`src/rtl/crc_div_pkg.sv`:
```
package crc_div_pkg;
  typedef enum logic [0:0] {
    ST_IDLE = 1'b0,
    ST_WORK = 1'b1
  } crc_state_e;
endpackage

```
`src/rtl/crc_div_ctrl.sv`:
```
module crc_div_ctrl
  import crc_div_pkg::*;
(
  input  logic clk,
  input  logic rst,
  input  logic start,
  input  logic upper_zero,
  input  logic limit_hit,
  output logic load,
  output logic step_en,
  output logic finish
);
  crc_state_e state_q, state_d;

  // state register
  always_ff @(posedge clk) begin
    if (rst) state_q <= ST_IDLE;
    else     state_q <= state_d;
  end

  // next-state and control decode
  always_comb begin
    state_d = state_q;
    load    = 1'b0;
    step_en = 1'b0;
    finish  = 1'b0;
    unique case (state_q)
      ST_IDLE: begin
        if (start) begin
          load    = 1'b1;
          state_d = ST_WORK;
        end
      end
      ST_WORK: begin
        if (upper_zero || limit_hit) begin
          finish  = 1'b1;
          state_d = ST_IDLE;
        end else begin
          step_en = 1'b1;
        end
      end
      default: state_d = ST_IDLE;
    endcase
  end

  // idle without start stays idle
  a_r2_idle_waits: assert property (@(posedge clk) disable iff (rst)
    (state_q == ST_IDLE && !start) |=> (state_q == ST_IDLE));
  // a finish always leads back to idle
  a_r6_finish_to_idle: assert property (@(posedge clk) disable iff (rst)
    finish |=> (state_q == ST_IDLE));
endmodule

```
`src/rtl/crc_div_datapath.sv`:
```
module crc_div_datapath #(
  parameter int DATA_W = 14,
  parameter int DIV_W  = 4
) (
  input  logic              clk,
  input  logic              rst,
  input  logic              load,
  input  logic              step_en,
  input  logic [DATA_W-1:0] msg_in,
  input  logic [DIV_W-1:0]  poly_in,
  output logic              upper_zero,
  output logic              limit_hit,
  output logic [DIV_W-2:0]  rem_bits
);
  localparam int CRC_W = DIV_W - 1;
  localparam int REG_W = DATA_W + CRC_W;
  localparam int CNT_W = $clog2(DATA_W + 1);
  localparam int PIV_W = $clog2(REG_W);

  logic [REG_W-1:0] dvd_q;   // dividend
  logic [REG_W-1:0] dsr_q;   // aligned divisor
  logic [CNT_W-1:0] step_q;
  logic [PIV_W-1:0] piv_idx;
  logic             piv_bit;

  assign piv_idx    = PIV_W'(REG_W - 1) - PIV_W'(step_q);
  assign piv_bit    = dvd_q[piv_idx];
  assign upper_zero = (dvd_q[REG_W-1:CRC_W] == '0);
  assign limit_hit  = (step_q == CNT_W'(DATA_W));
  assign rem_bits   = dvd_q[CRC_W-1:0];

  always_ff @(posedge clk) begin
    if (rst) begin
      dvd_q  <= '0;
      dsr_q  <= '0;
      step_q <= '0;
    end else if (load) begin
      dvd_q  <= {msg_in, {CRC_W{1'b0}}};
      dsr_q  <= {poly_in, {(REG_W-DIV_W){1'b0}}};
      step_q <= '0;
    end else if (step_en) begin
      if (piv_bit) dvd_q <= dvd_q ^ dsr_q;
      dsr_q  <= dsr_q >> 1;
      step_q <= step_q + 1'b1;
    end
  end

  // load layout
  a_r3_load_layout: assert property (@(posedge clk) disable iff (rst)
    load |=> (dvd_q == {$past(msg_in), {CRC_W{1'b0}}}) &&
             (dsr_q == {$past(poly_in), {(REG_W-DIV_W){1'b0}}}));
  // no XOR when the pivot bit is clear
  a_r4_no_xor_clear: assert property (@(posedge clk) disable iff (rst)
    (step_en && !piv_bit) |=> $stable(dvd_q));
  // divisor moves right by one each step
  a_r5_shift_right: assert property (@(posedge clk) disable iff (rst)
    step_en |=> (dsr_q == ($past(dsr_q) >> 1)));
  // controller never steps past the message length
  a_r9_step_bound: assert property (@(posedge clk) disable iff (rst)
    step_en |-> (step_q < CNT_W'(DATA_W)));
endmodule

```
`src/rtl/crc_div_out.sv`:
```
module crc_div_out #(
  parameter int CRC_W = 3
) (
  input  logic             clk,
  input  logic             rst,
  input  logic             finish,
  input  logic [CRC_W-1:0] rem_bits,
  output logic [CRC_W-1:0] crc_q
);
  always_ff @(posedge clk) begin
    if (rst)         crc_q <= '0;
    else if (finish) crc_q <= rem_bits;
  end

  // output holds unless a computation completes
  a_r8_crc_holds: assert property (@(posedge clk) disable iff (rst)
    !finish |=> $stable(crc_q));
  // completion publishes the remainder
  a_r6_publish: assert property (@(posedge clk) disable iff (rst)
    finish |=> (crc_q == $past(rem_bits)));
endmodule

```
`src/rtl/crc_div_engine.sv`:
```
module crc_div_engine #(
  parameter int DATA_W = 14,
  parameter int DIV_W  = 4
) (
  input  logic              clk,
  input  logic              rst,
  input  logic              start,
  input  logic [DATA_W-1:0] msg_in,
  input  logic [DIV_W-1:0]  poly_in,
  output logic [DIV_W-2:0]  crc_out
);
  localparam int CRC_W = DIV_W - 1;

  logic load, step_en, finish, upper_zero, limit_hit;
  logic [CRC_W-1:0] rem_bits;

  crc_div_ctrl u_ctrl (
    .clk(clk), .rst(rst), .start(start),
    .upper_zero(upper_zero), .limit_hit(limit_hit),
    .load(load), .step_en(step_en), .finish(finish)
  );

  crc_div_datapath #(.DATA_W(DATA_W), .DIV_W(DIV_W)) u_dp (
    .clk(clk), .rst(rst), .load(load), .step_en(step_en),
    .msg_in(msg_in), .poly_in(poly_in),
    .upper_zero(upper_zero), .limit_hit(limit_hit), .rem_bits(rem_bits)
  );

  crc_div_out #(.CRC_W(CRC_W)) u_out (
    .clk(clk), .rst(rst), .finish(finish),
    .rem_bits(rem_bits), .crc_q(crc_out)
  );

  // reset leaves the output cleared
  a_r1_reset_clear: assert property (@(posedge clk)
    $past(rst) |-> (crc_out == '0));
endmodule

```
`config.mk`:
```
export PLATFORM = sky130hd
export DESIGN_NAME = crc_div_engine
export DESIGN_NICKNAME = d
export VERILOG_FILES = /design/src/rtl/crc_div_pkg.sv /design/src/rtl/crc_div_ctrl.sv /design/src/rtl/crc_div_datapath.sv /design/src/rtl/crc_div_out.sv /design/src/rtl/crc_div_engine.sv
export SDC_FILE = /design/constraint.sdc
export NUM_CORES = 1
export LEC_CHECK = 0
export ABC_AREA = 1
export ABC_CLOCK_PERIOD_IN_PS = 2800
export CAP_MARGIN = 30
export CORE_MARGIN = 2
export CORE_UTILIZATION = 56
export DETAILED_ROUTE_END_ITERATION = 8
export GPL_ROUTABILITY_DRIVEN = 1
export PLACE_DENSITY = 0.91
export SLEW_MARGIN = 10
export SYNTH_ARGS = -nofsm -noshare
export SYNTH_HDL_FRONTEND = slang
export SYNTH_SLANG_ARGS = --single-unit
```
`constraint.sdc`:
```
create_clock -name clk -period 2.8 [get_ports clk]
set_input_delay 0.56 -clock clk [delete_from_list [all_inputs] [get_ports clk]]
set_output_delay 0.56 -clock clk [all_outputs]
set_load 0.02 [all_outputs]
```
==> results of run 1 <==
## tightest hold or removal path, cell delays in order (launching register included)
cell     delay (ns)
dfxtp_1        0.31
nand2_1        0.06
a21oi_1        0.05
## cell type report
cell class                 instances  share of cell area (%)
tap                               50                   2.361
clock buffer                       6                   3.116
timing repair buffer              28                   10.58
inverter                          30                   4.438
sequential                        42                   31.73
multi-input combinational        246                   47.78
## power breakdown
group          switching (W)  internal [W]
combinational       0.000217      0.000123
sequential         0.0000266      0.000625
clock               0.000197      0.000190
total               0.000441      0.000938
## cells by family (layout without fill, tap and decap cells)
family / after synthesis / after routing / share of synthesized area (%)
adder cells (fa/ha/maj): 3 / 3 / 1.612
flip-flops: 42 / 42 / 36.11
AO/OA/AOI/OAI: 46 / 46 / 10.69
AND/OR/NAND/NOR: 181 / 181 / 36.06
XOR/XNOR: 16 / 16 / 6.019
buffers and inverters: 44 / 64 / 9.511
## routing by layer
layer | part of all wire (%) | global-route usage [%] | wire length (µm) | up-vias
li1 | - | - | - | 1101
met1 | 44 | 32.62 | 2287 | 960
met2 | 47 | 39.66 | 2477 | 90
met3 | 6.6 | 4.770 | 348 | 16
met4 | 2.7 | 14.50 | 140 | 0
met5 | 0 | 0 | 0 | -
## layout by cell type, fill, tap and decap left out
master,instances
nand2_1,98
dfxtp_1,42
nor2_1,36
a21oi_1,33
inv_1,25
nand3_1,23
clkdlybuf4s50_1,23
xor2_1,15
nand3_2,12
nand4_1,6
o21ai_0,6
clkbuf_8,6
inv_2,4
a21oi_2,4
buf_4,4
a31oi_1,3
ha_1,3
nand2_4,2
inv_6,1
xnor2_1,1
nand2_2,1
nand4_2,1
nor3_1,1
nand3_4,1
buf_12,1
## state kept, by name, indices dropped and copies added, names as in the netlist
signal / count
u_ctrl.state_q: 1
u_dp.dsr_q: 17
u_dp.dvd_q: 17
u_dp.step_q: 4
u_out.crc_q: 3
## final timing paths
check | from | end | slack [ns] | cells after the start
max reg2reg | u_dp.step_q[0] | u_dp.dvd_q[16] | 0.47 | 12
max | u_dp.step_q[0] | u_dp.dvd_q[16] | 0.47 | 12
min | u_dp.dvd_q[2] | u_dp.dvd_q[2] | 0.47 | 2
min reg2reg | u_dp.dvd_q[2] | u_dp.dvd_q[2] | 0.47 | 2
## per-stage QoR
step	total power [W]	utilization [%]
after floorplan	0.0009180	-
after global placement	0.0009883	64.19
after detailed placement	0.0009994	64.19
after CTS	0.001376	66.25
after global routing	0.001444	66.25
final	0.001379	66.25
==> results by group, run 1 <==
Clock tree
  – Cts bufs inserted: 5
  – CTS root buf: clkbuf_8
  – Clock buffer depth: 2
  – Post-CTS sizing: 0
  – Total clock sinks: 42
  – Hold buffers post-CTS: 0
  – Clock Latency Late Sink: 0.30 ns
  – Number of H-tree levels: 2
  – Worst-path clk slew: 0.07 ns
  – CTS tree: yes
  – Post-CTS setup buffer count: 0

Worst setup path
  – Req. time, crit path: 3.04 ns
  – CP startpoint kind: flop
  – Critical Path AT: 2.57 ns
  – Critical Path, Cell by Cell: inv_6 > ha_1 > inv_1 > nand3_1 > nand3_2 > nand3_2 > nand2_2 > nand2_4 > nand3_4 > a21oi_1 > nor2_1 > nor2_1
  – Cell family with most CP delay: simple AND/OR/NAND/NOR gates
  – Crit path max fanout: 14
  – Worst Setup End Kind: flop
  – CP Class: flop to flop
  – Max incr delay on CP: 0.61 ns
  – CP Buf/Inv Count: 2
  – Master of the slowest instance on the critical path: dfxtp_1

Logic synthesis
  – Synth area leaders: dfxtp_1 36%, nand2_1 16%, a21oi_1 7.1%
  – Syn. warnings: 0
  – Post-synth top area cell: dfxtp_1
  – Number of synthesized flops with an enable pin: 0
  – Syn nets: 356
  – Cell with the most instances after synthesis: nand2_1
  – Post-synthesis sequential area ratio: 36.11%
  – Cell count after synthesis: 332
  – Mapped Area: 2328 µm²
  – Asr flop ratio synth: 0%
  – Ys flop type: dfxtp_1
  – Post-synth top cells: 98 x nand2_1, 42 x dfxtp_1, 36 x nor2_1, 33 x a21oi_1, 25 x inv_1
  – Top-area cell type share of the netlist area: 36.11%
  – Mean post-synth cell area: 7.014 µm²
  – Netlist cell types: 27
  – Synth Register Bits: 42

Timing
  – Worst hold slack: 0.4667 ns
  – RSZ-0062 raised after global routing: no
  – Worst Tran Pin Value: 0.6279 ns
  – Setup Viol. Count Final: 0
  – Setup Skew: 0.004832 ns
  – Highest clock rate: 429.6 MHz
  – Slew Limit Headroom: 58.04%
  – Slew Viols, Final: 0
  – Setup Total Neg Slack: 0 ns
  – Final Hold Vio Count: 0
  – Final worst slack: 0.4723 ns
  – Period utilization: 83.13%
  – Min cycle time layout: 2.328 ns

Die
  – Initial Util: 58.21%
  – Chip width: 68.48 µm
  – Core Box Area: 4000 µm²
  – Num rows: 23
  – Die height: 68.48 µm
  – Die area: 4690 µm²
  – I/O pin cnt: 24

Final layout
  – Seq. cell area: 840.8 µm²
  – Footprint of the multi-input gates: 1266 µm²
  – Fillers: 324
  – Non-filler cells in the finished layout: 402
  – Layout Area Growth over Synthesis: 13.81%
  – Fraction of layout instances using a drive strength above 1: 10.51%
  – Nets@finish: 377
  – Number of inserted diodes: 0
  – Final Cell Area: 2650 µm²

Placement
  – Dpl ws: 0.5433 ns
  – Detailed placement HPWL: 3779 µm
  – Cell Area, Placed: 2567 µm²
  – Placer congestion estimate: 0.9404
  – Placed insts: 396
  – Count of buffers from port buffering: 23

Routing
  – Drt pass-1 iters: 5
  – DR vias/cell: 5.391
  – DR WL/cell: 13.07 µm
  – Final WL: 5253 µm
  – DR vias: 2167
  – Final ANT Viol Nets: 0
  – DR DRC count: 0
  – DR iter-0 viols: 191

Flow run
  – Max-cap violations: 0

GRT
  – GRT Total Usage: 25.40%
  – First-pass GRT wire length: 8742 µm
  – Initial antenna violation count: 0
  – Pin count of the biggest net entering global routing: 27
  – GRT overflow: 0
  – Number of global-route vias before repair: 1932

Pwr
  – PwrDens: 520.3 nW/µm²
  – Leakage power: 1.174 nW
  – Worst vdd ir: 305.5 µV

Outcome
  – Outcome: finished clean

Worst hold path
  – HP Class: flop to flop
No activity file was read; power rests on OpenSTA's default activity.
==> run 2: changes to the inputs <==
--- a/config.mk
+++ b/config.mk
@@ -6,13 +6,13 @@
 export NUM_CORES = 1
 export LEC_CHECK = 0
 export ABC_AREA = 1
-export ABC_CLOCK_PERIOD_IN_PS = 2800
+export ABC_CLOCK_PERIOD_IN_PS = 2100
 export CAP_MARGIN = 30
 export CORE_MARGIN = 2
-export CORE_UTILIZATION = 56
+export CORE_UTILIZATION = 51
 export DETAILED_ROUTE_END_ITERATION = 8
 export GPL_ROUTABILITY_DRIVEN = 1
-export PLACE_DENSITY = 0.91
+export PLACE_DENSITY = 0.88
 export SLEW_MARGIN = 10
 export SYNTH_ARGS = -nofsm -noshare
 export SYNTH_HDL_FRONTEND = slang
==> constraint.sdc (replaced) <==
create_clock -name clk -period 2.1 [get_ports clk]
set_input_delay 0.42 -clock clk [delete_from_list [all_inputs] [get_ports clk]]
set_output_delay 0.42 -clock clk [all_outputs]
set_load 0.02 [all_outputs]
==> run 2 against run 1 <==
Compared with the run above: clock power up 39%; critical path type unchanged; highest routed layer unchanged; fmax up 21%; via count up 2.6%.
==> results by group, run 2 (synthesis results as in run 1) <==
Pwr
  – Pwr Total: 0.001901 W (was 0.001379 W)
  – Leakage power: 1.221 nW (was 1.174 nW)
  – PwrDens: 691.3 nW/µm² (was 520.3 nW/µm²)
  – Worst vdd ir: 433.7 µV (was 305.5 µV)

Timing
  – Setup Skew: 0.004257 ns (was 0.004832 ns)
  – Setup Viol. Count Final: 0 (unchanged)
  – Slew Limit Headroom: 77.84% (was 58.04%)
  – Period utilization: 91.63% (was 83.13%)
  – Final worst slack: 0.1759 ns (was 0.4723 ns)
  – Highest clock rate: 519.7 MHz (was 429.6 MHz)
  – RSZ-0062 raised after global routing: no (unchanged)
  – Final Hold Vio Count: 0 (unchanged)
  – Slew Viols, Final: 0 (unchanged)
  – Setup Total Neg Slack: 0 ns (unchanged)
  – Worst Tran Pin Value: 0.3316 ns (was 0.6279 ns)
  – Min cycle time layout: 1.924 ns (was 2.328 ns)

Final layout
  – Most frequent cells in the layout: 98 x nand2_1, 41 x dfxtp_1, 36 x nor2_1, 32 x a21oi_1, 25 x inv_1 (was 98 x nand2_1, 42 x dfxtp_1, 36 x nor2_1, 33 x a21oi_1, 25 x inv_1)
  – Fraction of layout instances using a drive strength above 1: 13.30% (was 10.51%)
  – Commonest non-fill, non-tap cell in the layout: nand2_1 (unchanged)
  – Nets@finish: 384 (was 377)
  – Number of inserted diodes: 0 (unchanged)
  – Layout Area Growth over Synthesis: 18.11% (was 13.81%)
  – Biggest regs: u_dp.dsr_q: 17 flops, u_dp.dvd_q: 17 flops, u_dp.step_q: 4 flops (unchanged)

Worst hold path
  – Hold worst-path end: u_dp.dvd_q[2] (unchanged)
  – Hold Path Origin: u_dp.dvd_q[2] (unchanged)
  – HP Class: flop to flop (unchanged)
  – Hold path depth: 2 (unchanged)

Clock tree
  – Hold buffers post-CTS: 0 (unchanged)
  – Number of H-tree levels: 2 (unchanged)
  – Post-CTS setup buffer count: 0 (unchanged)
  – Worst-path clk slew: 0.08 ns (was 0.07 ns)
  – Total clock sinks: 42 (unchanged)
  – Clock Latency Late Sink: 0.30 ns (about the same)
  – CTS root buf: clkbuf_8 (unchanged)
  – Cts bufs inserted: 5 (unchanged)
  – Post-CTS sizing: 0 (unchanged)
  – Clock buffer depth: 2 (unchanged)
  – CTS tree: yes (unchanged)

Worst setup path
  – Critical Path AT: 2.11 ns (was 2.57 ns)
  – Worst reg2reg path depth: 10 (was 12)
  – WP depth: 10 (was 12)
  – CP startpoint kind: flop (unchanged)
  – CP Class: flop to flop (unchanged)
  – FF-to-FF End: u_dp.dsr_q[15] (was u_dp.dvd_q[16])
  – FF-to-FF setup slack: 0.18 ns (was 0.47 ns)
  – Critical Path, Cell by Cell: inv_6 > buf_4 > ha_1 > nand3_1 > nand3_2 > nand2_1 > buf_12 > inv_1 > nand2_1 > a31oi_1 (was inv_6 > ha_1 > inv_1 > nand3_1 > nand3_2 > nand3_2 > nand2_2 > nand2_4 > nand3_4 > a21oi_1 > nor2_1 > nor2_1)
  – Most common cell on crit path: nand2_1
  – Master of the slowest instance on the critical path: dfxtp_1 (unchanged)
  – Max incr delay on CP: 0.41 ns (was 0.61 ns)
  – Cell family with most CP delay: simple AND/OR/NAND/NOR gates (unchanged)
  – Crit path max fanout: 12 (was 14)
  – Req. time, crit path: 2.28 ns (was 3.04 ns)
  – Critical R2R Launch: u_dp.step_q[0] (unchanged)
  – CP Launch Point: u_dp.step_q[0] (unchanged)
  – CP Buf/Inv Count: 4 (was 2)
  – Worst Setup End Kind: flop (unchanged)

Die
  – Chip width: 71.57 µm (was 68.48 µm)
  – Die area: 5122 µm² (was 4690 µm²)
  – Core Box Area: 4384 µm² (was 4000 µm²)
  – Initial Util: 53.11% (was 58.21%)
  – I/O pin cnt: 24 (unchanged)
  – Num rows: 24 (was 23)
  – Die height: 71.57 µm (was 68.48 µm)

Placement
  – Placer congestion estimate: 0.9531 (was 0.9404)
  – Detailed placement HPWL: 3721 µm (was 3779 µm)
  – Count of buffers from port buffering: 23 (unchanged)
  – Dpl ws: 0.08815 ns (was 0.5433 ns)

GRT
  – Initial antenna violation count: 0 (unchanged)
  – M3 GR Usage: 4.923% (was 4.770%)
  – Met1 usage: 27.34% (was 32.62%)
  – GR Util met2: 39.71% (was 39.66%)
  – First-pass GRT wire length: 9418 µm (was 8742 µm)
  – GRT overflow: 0 (unchanged)
  – Number of global-route vias before repair: 2186 (was 1932)
  – Pin count of the biggest net entering global routing: 22 (was 27)
  – GRT Total Usage: 23.08% (was 25.40%)
  – Most used routing layer: met2 (unchanged)

Routing
  – DR vias: 2223 (was 2167)
  – DR iter-0 viols: 157 (was 191)
  – Final WL: 5449 µm (was 5253 µm)
  – Drt pass-1 iters: 5 (unchanged)
  – DR vias/cell: 5.383 (was 5.391)
  – Final ANT Viol Nets: 0 (unchanged)
  – DR WL/cell: 13.19 µm (was 13.07 µm)
  – DR DRC count: 0 (unchanged)

Outcome
  – Outcome: finished clean (unchanged)

Flow run
  – Max-cap violations: 0 (unchanged)
run 2: changes by cell type in the layout (fill, tap and decap cells not counted), sizes merged:
cell,change
buf,+6
clkbuf,+1
clkinv,+1
nand3,+1
run 2: layout make-up:
type | instances | area (µm²)
fillers | 377 | 1634
multi-input cells | 247 | 1309
flip-flops and latches | 42 | 842.1
repair buffers | 34 | 325.3
inverters | 30 | 117.6
clock buffers | 7 | 86.33
well taps | 52 | 65.06
clock inverters | 1 | 5.005
run 2: how the worst max path moves through the flow:
| stage | endpoint | slack, ns |
|---|---|---|
| CTS | u_dp.dvd_q[15] | 0.03 |
| detailed placement | u_dp.dvd_q[8] | 0.09 |
| finish | u_dp.dsr_q[15] | 0.18 |
| floorplan | u_dp.dvd_q[12] | 0.09 |
| global route | u_dp.dvd_q[9] | 0.03 |
| global placement | u_dp.dvd_q[11] | 0.20 |
run 2: metal layers:
metal  vias up  wire (µm)
met1      1009       2295
met3        15        341
met5         -          0
met2        79       2679
met4         0        131
li1       1120          -
run 2: report_power, final:
part,internal [W],switching [W],leakage (nW)
logic,0.000191,0.000307,0.830
clock network,0.000265,0.000274,0.0482
registers,0.000833,0.0000304,0.342
total,0.00129,0.000612,1.22
run 2: stage by stage:
stage               util [%]  instance area, µm²  hold WS, ns  std cells
finish                 62.73                2750       0.4790        413
global route           62.73                2750       0.5178        413
CTS                    61.73                2706       0.4785        412
detailed placement     59.65                2615       0.4667        404
global placement       59.65                2615       0.4512        404
floorplan                  -                2328       0.4392        332
run 2: worst reg2reg max path, cell delays in order (launching register included):
cell and delay, ns:
dfxtp_1 0.41, inv_6 0.05, buf_4 0.18, ha_1 0.20
nand3_1 0.12, nand3_2 0.16, nand2_1 0.25, buf_12 0.18
inv_1 0.10, nand2_1 0.08, a31oi_1 0.07
==> run 3: changes to the inputs <==
--- a/config.mk
+++ b/config.mk
@@ -11,7 +11,6 @@
 export CORE_MARGIN = 2
 export CORE_UTILIZATION = 51
 export DETAILED_ROUTE_END_ITERATION = 8
-export GPL_ROUTABILITY_DRIVEN = 1
 export PLACE_DENSITY = 0.88
 export SLEW_MARGIN = 10
 export SYNTH_ARGS = -nofsm -noshare
==> results of run 3 <==
No change in the layout: final DEF, timing and power equal those of run 2.
